[config.mk]
export PLATFORM = sky130hd
export DESIGN_NAME = cap_unit
export DESIGN_NICKNAME = d
export VERILOG_FILES = /design/src/rtl/cap_pkg.sv /design/src/rtl/cap_timer.sv /design/src/rtl/cap_edge_det.sv /design/src/rtl/cap_channel.sv /design/src/rtl/cap_unit.sv
export SDC_FILE = /design/constraint.sdc
export NUM_CORES = 1
export LEC_CHECK = 0
export BUFFER_PORTS_ARGS = -buffer_cell sky130_fd_sc_hd__buf_2
export CELL_PAD_IN_SITES_DETAIL_PLACEMENT = 1
export CELL_PAD_IN_SITES_GLOBAL_PLACEMENT = 1
export CORE_ASPECT_RATIO = 1.75
export CORE_MARGIN = 5
export CORE_UTILIZATION = 39
export DETAILED_ROUTE_END_ITERATION = 7
export GPL_TIMING_DRIVEN = 0
export PLACE_DENSITY_LB_ADDON = 0.12
export SLEW_MARGIN = 20
export SYNTH_ARGS = -nofsm -noshare
export SYNTH_HDL_FRONTEND = slang
export SYNTH_SLANG_ARGS = --single-unit
[constraint.sdc]
create_clock -name clk -period 1.6 [get_ports clk]
set_input_delay 0.08 -clock clk [delete_from_list [all_inputs] [get_ports clk]]
set_output_delay 0.08 -clock clk [all_outputs]
set_load 0.05 [all_outputs]
[src/rtl/cap_pkg.sv]
package cap_pkg;

    localparam int unsigned NUM_CH_DEF = 4;
    localparam int unsigned TMR_W_DEF  = 16;
    localparam int unsigned BYTE_W_DEF = 8;

    // Per-channel select code: {falling enable, rising enable}
    typedef enum logic [1:0] {
        EDGE_NONE = 2'b00,
        EDGE_RISE = 2'b01,
        EDGE_FALL = 2'b10,
        EDGE_BOTH = 2'b11
    } edge_mode_e;

    typedef struct packed {
        logic rise;
        logic fall;
    } edge_t;

    function automatic logic edge_hit(input edge_mode_e mode, input edge_t e);
        logic hit;
        case (mode)
            EDGE_RISE: hit = e.rise;
            EDGE_FALL: hit = e.fall;
            EDGE_BOTH: hit = e.rise | e.fall;
            default:   hit = 1'b0;
        endcase
        return hit;
    endfunction

endpackage

[src/rtl/cap_timer.sv]
module cap_timer #(
    parameter int unsigned TMR_W  = cap_pkg::TMR_W_DEF,
    parameter int unsigned BYTE_W = cap_pkg::BYTE_W_DEF
) (
    input  logic             clk,
    input  logic             rst,
    input  logic             clr_full_i,
    input  logic             clr_byte_i,
    output logic [TMR_W-1:0] count_o,
    output logic             ovf_full_o,
    output logic             ovf_byte_o
);

    logic [TMR_W-1:0] cnt_q;
    logic             full_q;
    logic             byte_q;
    logic             wrap_full;
    logic             wrap_byte;

    assign wrap_full = &cnt_q;
    assign wrap_byte = &cnt_q[BYTE_W-1:0];

    always_ff @(posedge clk) begin
        if (rst) begin
            cnt_q  <= '0;
            full_q <= 1'b0;
            byte_q <= 1'b0;
        end else begin
            cnt_q  <= cnt_q + TMR_W'(1);
            full_q <= wrap_full | (full_q & ~clr_full_i);
            byte_q <= wrap_byte | (byte_q & ~clr_byte_i);
        end
    end

    assign count_o    = cnt_q;
    assign ovf_full_o = full_q;
    assign ovf_byte_o = byte_q;

    // count steps by one each cycle
    assert_count_step_R2: assert property (@(posedge clk) disable iff (rst)
        1'b1 |=> cnt_q == $past(cnt_q) + TMR_W'(1));

    // count at zero after all-ones means full flag is up
    assert_full_set_R8: assert property (@(posedge clk) disable iff (rst)
        (cnt_q == '0 && $past(cnt_q) == {TMR_W{1'b1}}) |-> full_q);

    // flag holds without a clear strobe
    assert_full_hold_R8: assert property (@(posedge clk) disable iff (rst)
        (full_q && !clr_full_i) |=> full_q);

    // low byte at zero after 0xFF means byte flag is up
    assert_byte_set_R9: assert property (@(posedge clk) disable iff (rst)
        (cnt_q[BYTE_W-1:0] == '0 && $past(cnt_q[BYTE_W-1:0]) == {BYTE_W{1'b1}}) |-> byte_q);

    // a full wrap is also a byte wrap
    assert_full_has_byte_R9: assert property (@(posedge clk) disable iff (rst)
        $rose(full_q) |-> byte_q);

endmodule

[src/rtl/cap_edge_det.sv]
module cap_edge_det (
    input  logic           clk,
    input  logic           rst,
    input  logic           sig_i,
    output cap_pkg::edge_t edge_o
);

    logic prev_q;

    always_ff @(posedge clk) begin
        if (rst) prev_q <= 1'b0;
        else     prev_q <= sig_i;
    end

    assign edge_o.rise = sig_i & ~prev_q;
    assign edge_o.fall = ~sig_i & prev_q;

    // a detected edge is followed by a level that held
    assert_rise_level_R4: assert property (@(posedge clk) disable iff (rst)
        edge_o.rise |=> prev_q);
    assert_fall_level_R5: assert property (@(posedge clk) disable iff (rst)
        edge_o.fall |=> !prev_q);

endmodule

[src/rtl/cap_channel.sv]
module cap_channel #(
    parameter int unsigned TMR_W = cap_pkg::TMR_W_DEF
) (
    input  logic                clk,
    input  logic                rst,
    input  cap_pkg::edge_t      edge_i,
    input  cap_pkg::edge_mode_e mode_i,
    input  logic [TMR_W-1:0]    count_i,
    input  logic                clr_i,
    output logic [TMR_W-1:0]    cap_o,
    output logic                flag_o
);

    logic [TMR_W-1:0] cap_q;
    logic             flag_q;
    logic             hit;

    assign hit = cap_pkg::edge_hit(mode_i, edge_i);

    always_ff @(posedge clk) begin
        if (rst) begin
            cap_q  <= '0;
            flag_q <= 1'b0;
        end else begin
            if (hit) cap_q <= count_i;
            flag_q <= hit | (flag_q & ~clr_i);
        end
    end

    assign cap_o  = cap_q;
    assign flag_o = flag_q;

    // capture takes the count of the detecting cycle
    assert_capture_value_R4: assert property (@(posedge clk) disable iff (rst)
        hit |=> cap_q == $past(count_i));

    // no hit, no change
    assert_capture_hold_R6: assert property (@(posedge clk) disable iff (rst)
        !hit |=> $stable(cap_q));

    // event wins over a same-cycle clear
    assert_flag_set_R7: assert property (@(posedge clk) disable iff (rst)
        hit |=> flag_q);

    // clear without event drops the flag
    assert_flag_clear_R7: assert property (@(posedge clk) disable iff (rst)
        (!hit && clr_i) |=> !flag_q);

endmodule

[src/rtl/cap_unit.sv]
module cap_unit #(
    parameter int unsigned NUM_CH = cap_pkg::NUM_CH_DEF,
    parameter int unsigned TMR_W  = cap_pkg::TMR_W_DEF,
    parameter int unsigned BYTE_W = cap_pkg::BYTE_W_DEF
) (
    input  logic                      clk,
    input  logic                      rst,
    input  logic [NUM_CH-1:0]         trig_i,
    input  logic                      ctrl_we_i,
    input  logic [2*NUM_CH-1:0]       ctrl_wdata_i,
    output logic [2*NUM_CH-1:0]       ctrl_q_o,
    input  logic [NUM_CH-1:0]         flag_clr_i,
    input  logic [1:0]                ovf_clr_i,
    output logic [TMR_W-1:0]          tmr_count_o,
    output logic [NUM_CH*TMR_W-1:0]   cap_val_o,
    output logic [NUM_CH-1:0]         cap_flag_o,
    output logic                      ovf_full_o,
    output logic                      ovf_byte_o
);

    localparam int unsigned CTRL_W = 2 * NUM_CH;

    logic [CTRL_W-1:0] ctrl_q;
    logic [TMR_W-1:0]  count;

    always_ff @(posedge clk) begin
        if (rst)            ctrl_q <= '0;
        else if (ctrl_we_i) ctrl_q <= ctrl_wdata_i;
    end

    assign ctrl_q_o    = ctrl_q;
    assign tmr_count_o = count;

    cap_timer #(
        .TMR_W  (TMR_W),
        .BYTE_W (BYTE_W)
    ) u_timer (
        .clk        (clk),
        .rst        (rst),
        .clr_full_i (ovf_clr_i[0]),
        .clr_byte_i (ovf_clr_i[1]),
        .count_o    (count),
        .ovf_full_o (ovf_full_o),
        .ovf_byte_o (ovf_byte_o)
    );

    for (genvar g = 0; g < NUM_CH; g++) begin : g_ch
        cap_pkg::edge_t      edges;
        cap_pkg::edge_mode_e mode;
        logic [TMR_W-1:0]    cap_w;

        assign mode = cap_pkg::edge_mode_e'(ctrl_q[2*g +: 2]);

        cap_edge_det u_det (
            .clk    (clk),
            .rst    (rst),
            .sig_i  (trig_i[g]),
            .edge_o (edges)
        );

        cap_channel #(
            .TMR_W (TMR_W)
        ) u_chan (
            .clk     (clk),
            .rst     (rst),
            .edge_i  (edges),
            .mode_i  (mode),
            .count_i (count),
            .clr_i   (flag_clr_i[g]),
            .cap_o   (cap_w),
            .flag_o  (cap_flag_o[g])
        );

        assign cap_val_o[g*TMR_W +: TMR_W] = cap_w;
    end

    // write strobe loads the select byte at the next edge
    assert_ctrl_write_R3: assert property (@(posedge clk) disable iff (rst)
        ctrl_we_i |=> ctrl_q == $past(ctrl_wdata_i));

    // no strobe, no change
    assert_ctrl_hold_R3: assert property (@(posedge clk) disable iff (rst)
        !ctrl_we_i |=> $stable(ctrl_q));

endmodule

==> metrics.sh <==
NETS=571
MULTI_INPUT_AREA_MM2=0.00187
FINAL.HOLD.WORST_SLACK_PS=10.6
PLACE_HPWL_MM=8.52
SYNTH.CELL_AREA_MM2=0.00403
CLOCK_TREE.BUFFER_DEPTH=2
DETAIL_ROUTE.WIRELENGTH_MM=11.5
P_COMB_SHARE_PCT=8.7
TRACK_USAGE_PCT=18.5
FINALSETUPVIOLATIONS=0
FINAL_CORE_UTILIZATION_PCT=52.5
DRT_ITER0_MARKERS=105
SETUP_TOTAL_NEGATIVE_SLACK_PS=0
YS_WARN_COUNT=0
CLK-INSERTION-DELAY-LATE_PS=340
ROUTED_WIRE_LENGTH_PER_INSTANCE_UM=17.1
MAX_SLEW.WORST_PIN.SLEW_PS=582
FINCLKSKEW_PS=8.37
DIE_AREA_MM2=0.0125
SWITCHING_SHARE_PCT=22.7
INSERTEDDIODECOUNT=0
CORE.ROWCOUNT=49
POST-ROUTE-MIN-PERIOD_PS=1530
FIN_CELLS=673
CTS_INSERTED_BUFFERS=9
FIN_AREA_MM2=0.00534
NUM_VIAS=3238
START_UTIL_PCT=39.6
RUN_STATUS='complete, no violations'
TIMING.FMAX_GHz=0.654
FINAL_MAX_SLEW_VIOL_COUNT=0
SYNTH-SEQ-AREA-SHARE_PCT=48.7
WORST_SLEW_MARGIN_REL_PCT=61.2
FILL_CELLS=1219
FF2FF_PATH_DEPTH=4
OVERALL_OVERFLOW_REMAINING_AFTER_GLOBAL_ROUTE=0
ANT_NETS=0
NUMCLOCKSINKS=98
FINAL_HOLD_VIO_COUNT=0
MOSTFREQUENTLAYOUTCELL='sky130_fd_sc_hd__buf_2'
DRV.MAX_CAP_VIOLATION_COUNT=0
WORST_PATH_CLK_SLEW_PS=70
NETSWITCHINGPOWER_W=0.00125
CRITICAL_PATH.STARTPOINT_TYPE='flop'
CELL_INTERNAL_PWR_W=0.00425
PLACED_AREA_MM2=0.00476
POWER_PER_CELL_AREA_mW_PER_MM2=1030
HOLD_DEPTH=3
DRC_ERRORS=0
VIAS_PER_CELL=4.81
GRT_FIRST_PASS_WIRELENGTH_MM=17.9
PATH_MAX_FANOUT=6
TIMING.RR.START='u_timer.count_o[0]$_SDFF_PP0_'
DPL.CELL_COUNT=635
DIE_W_UM=86.8
WORST_VOLTAGE_DROP_ACROSS_THE_VDD_GRID_mV=0.677
R2R-END='u_timer.count_o[14]$_SDFF_PP0_'
SETUP.WORST_PATH.START='u_timer.count_o[0]$_SDFF_PP0_'
TIMING.HOLD.WORST_ENDPOINT='g_ch[2].u_chan.flag_o$_SDFF_PP0_'
CHIPHEIGHT_UM=144
LAYOUT.CELLS.MOST_COMMON_LIST='sky130_fd_sc_hd__buf_2 (116), sky130_fd_sc_hd__dfxtp_1 (90), sky130_fd_sc_hd__nand2b_1 (63)'
TRITONCTS='done'
CORE_AREA_MM2=0.0102
SEQ_AREA_MM2=0.00197
FF_LATCH_COUNT_SYNTH=98
SETUP.REG_TO_REG.WORST_SLACK_PS=70
AREA_DELTA_SYNTH_FINAL_PCT=32.6
HOLD_PATH_CLASS='primary input to flop'
PLACER_S_FINAL_ROUTABILITY_CONGESTION_ESTIMATE=0.726
SETUP.WORST_PATH.END_CLASS='flop'
SYNTHESIS.INSTANCES=396
NUMBER_OF_DISTINCT_LIBRARY_CELLS_AFTER_SYNTHESIS=34
POWER_FRAC_SEQ_PCT=45.7
CRIT_REQUIRED_PS=1800
WORSTHOLDSTART='flag_clr_i[2]'
SYNTH_AREA_PER_CELL_UM2=10.2
ROOT_BUFFER='sky130_fd_sc_hd__clkbuf_16'
ANTENNA_VIOLATIONS_BEFORE_REPAIR=0
DRIVE_GT1_SHARE_PCT=31.1
FIRST_GLOBAL_VIAS=3412
NUMBER_OF_SEARCH_AND_REPAIR_ITERATIONS_IN_THE_FIRST_DETAILED_ROUTING_PASS=4
PORT-BUFFER-COUNT=112
CP_DATA_ARRIVAL_TIME_PS=1730
POWER.LEAKAGE_nW=2.62
CRITICALPATHCATEGORY='flop to flop'
GRT_START_MAX_NET_PINS=17
SYNTHESIS.NETS=426
PIN_COUNT=115
FINAL_MIN_PERIOD_OVER_CLOCK_PERIOD_PCT=95.6
H-TREE-DEPTH=3
CLOCK_POWER_SHARE_PCT=45.6
## cells by family after synthesis
family,Yosys count,share of synthesized area (%)
and+or+nand+nor,151,21.8
adders and majority gates,9,2.79
DFF,98,48.7
xor gates and xnor gates,8,1.74
buffers and inverters,38,4.97
AOI/OAI and AO/OA,33,5.34
muxes,59,14.7
## Yosys cell counts, drive strengths merged
cell type | n | area (um^2)
a21oi | 9 | 78.8
a31oi | 1 | 21.3
and3 | 1 | 7.51
and3b | 1 | 8.76
buf | 13 | 105
clkbuf | 11 | 42.5
dfxtp | 98 | 1960
ha | 9 | 113
inv | 14 | 52.6
mux2i | 59 | 591
nand2 | 12 | 45.0
nand2b | 63 | 394
nand3 | 6 | 40.0
nand3b | 16 | 120
nand4 | 3 | 25.0
nor2 | 31 | 116
nor2b | 1 | 6.26
nor3 | 3 | 15.0
nor4 | 4 | 25.0
o21ai | 23 | 115
or2 | 1 | 6.26
or2b | 6 | 45.0
or3 | 2 | 17.5
or4 | 1 | 7.51
xnor2 | 5 | 43.8
xor2 | 3 | 26.3
## metal layers
layer,vias to the layer above,GRT usage [%],part of all wire (%)
li1,1607,-,-
met3,8,3.31,4.6
met2,73,35.1,55
met5,-,0,0
met4,0,5.91,1.2
met1,1550,20.3,39
## sequential cells by signal, indices dropped and copies added (netlist names)
signal	count
g_ch.u_chan.flag_o	4
u_timer.ovf_byte_o	1
ctrl_q_o	8
u_timer.ovf_full_o	1
g_ch.u_chan.cap_o	64
g_ch.u_det.prev_q	4
u_timer.count_o	16
## through the flow
stage                     total power, W  setup slack, ps
after floorplan                  0.00287            -17.5
after global placement           0.00298            -19.1
after detailed placement         0.00300            -78.1
after CTS                        0.00555             23.1
after global routing             0.00570           -0.802
final                            0.00549             71.1
## power groups by stage
stage / Sequential (W) / Combinational (W) / Clock, W
global route: 0.00251 / 0.000516 / 0.00267
CTS: 0.00251 / 0.000472 / 0.00257
finish: 0.00251 / 0.000479 / 0.00250
floorplan: 0.00264 / 0.000224 / 0
detailed placement: 0.00257 / 0.000431 / 0
global placement: 0.00256 / 0.000420 / 0
## repair_timing
item	CTS	global route
gates cloned	0	2
pin swaps	4	1
hold buffers	12	0
gates resized for setup	3	7
setup endpoints to repair	35	19
hold endpoints to repair	12	0
buffers inserted	7	1
## area by class of cell
type	instances	area share (%)
buffer	24	3.16
tap	127	2.97
sequential	98	36.9
clock buffer	10	4.47
multi-input combinational	260	35.0
timing repair buffer	134	14.5
inverter	14	0.983
clock inverter	6	2.08
## worst max path at each step
stage | to | slack, ps | depth (start not counted)
3_3_place_gp | g_ch[2].u_chan.cap_o[14]$_SDFFE_PP0P_ | -20 | 6
4_1_cts | g_ch[2].u_chan.cap_o[5]$_SDFFE_PP0P_ | 20 | 7
5_1_grt | g_ch[0].u_chan.cap_o[7]$_SDFFE_PP0P_ | -0.8 | 8
3_5_place_dp | g_ch[2].u_chan.cap_o[13]$_SDFFE_PP0P_ | -80 | 6
2_1_floorplan | u_timer.ovf_full_o$_SDFF_PP0_ | -20 | 3
6_report | u_timer.count_o[14]$_SDFF_PP0_ | 70 | 4
## critical path: stages (launching register included)
cell	delay (ps)
sky130_fd_sc_hd__dfxtp_2	380
sky130_fd_sc_hd__ha_1	230
sky130_fd_sc_hd__nand3_2	140
sky130_fd_sc_hd__nor4_1	500
sky130_fd_sc_hd__o21ai_0	140
(Power assumes the default switching activity.)
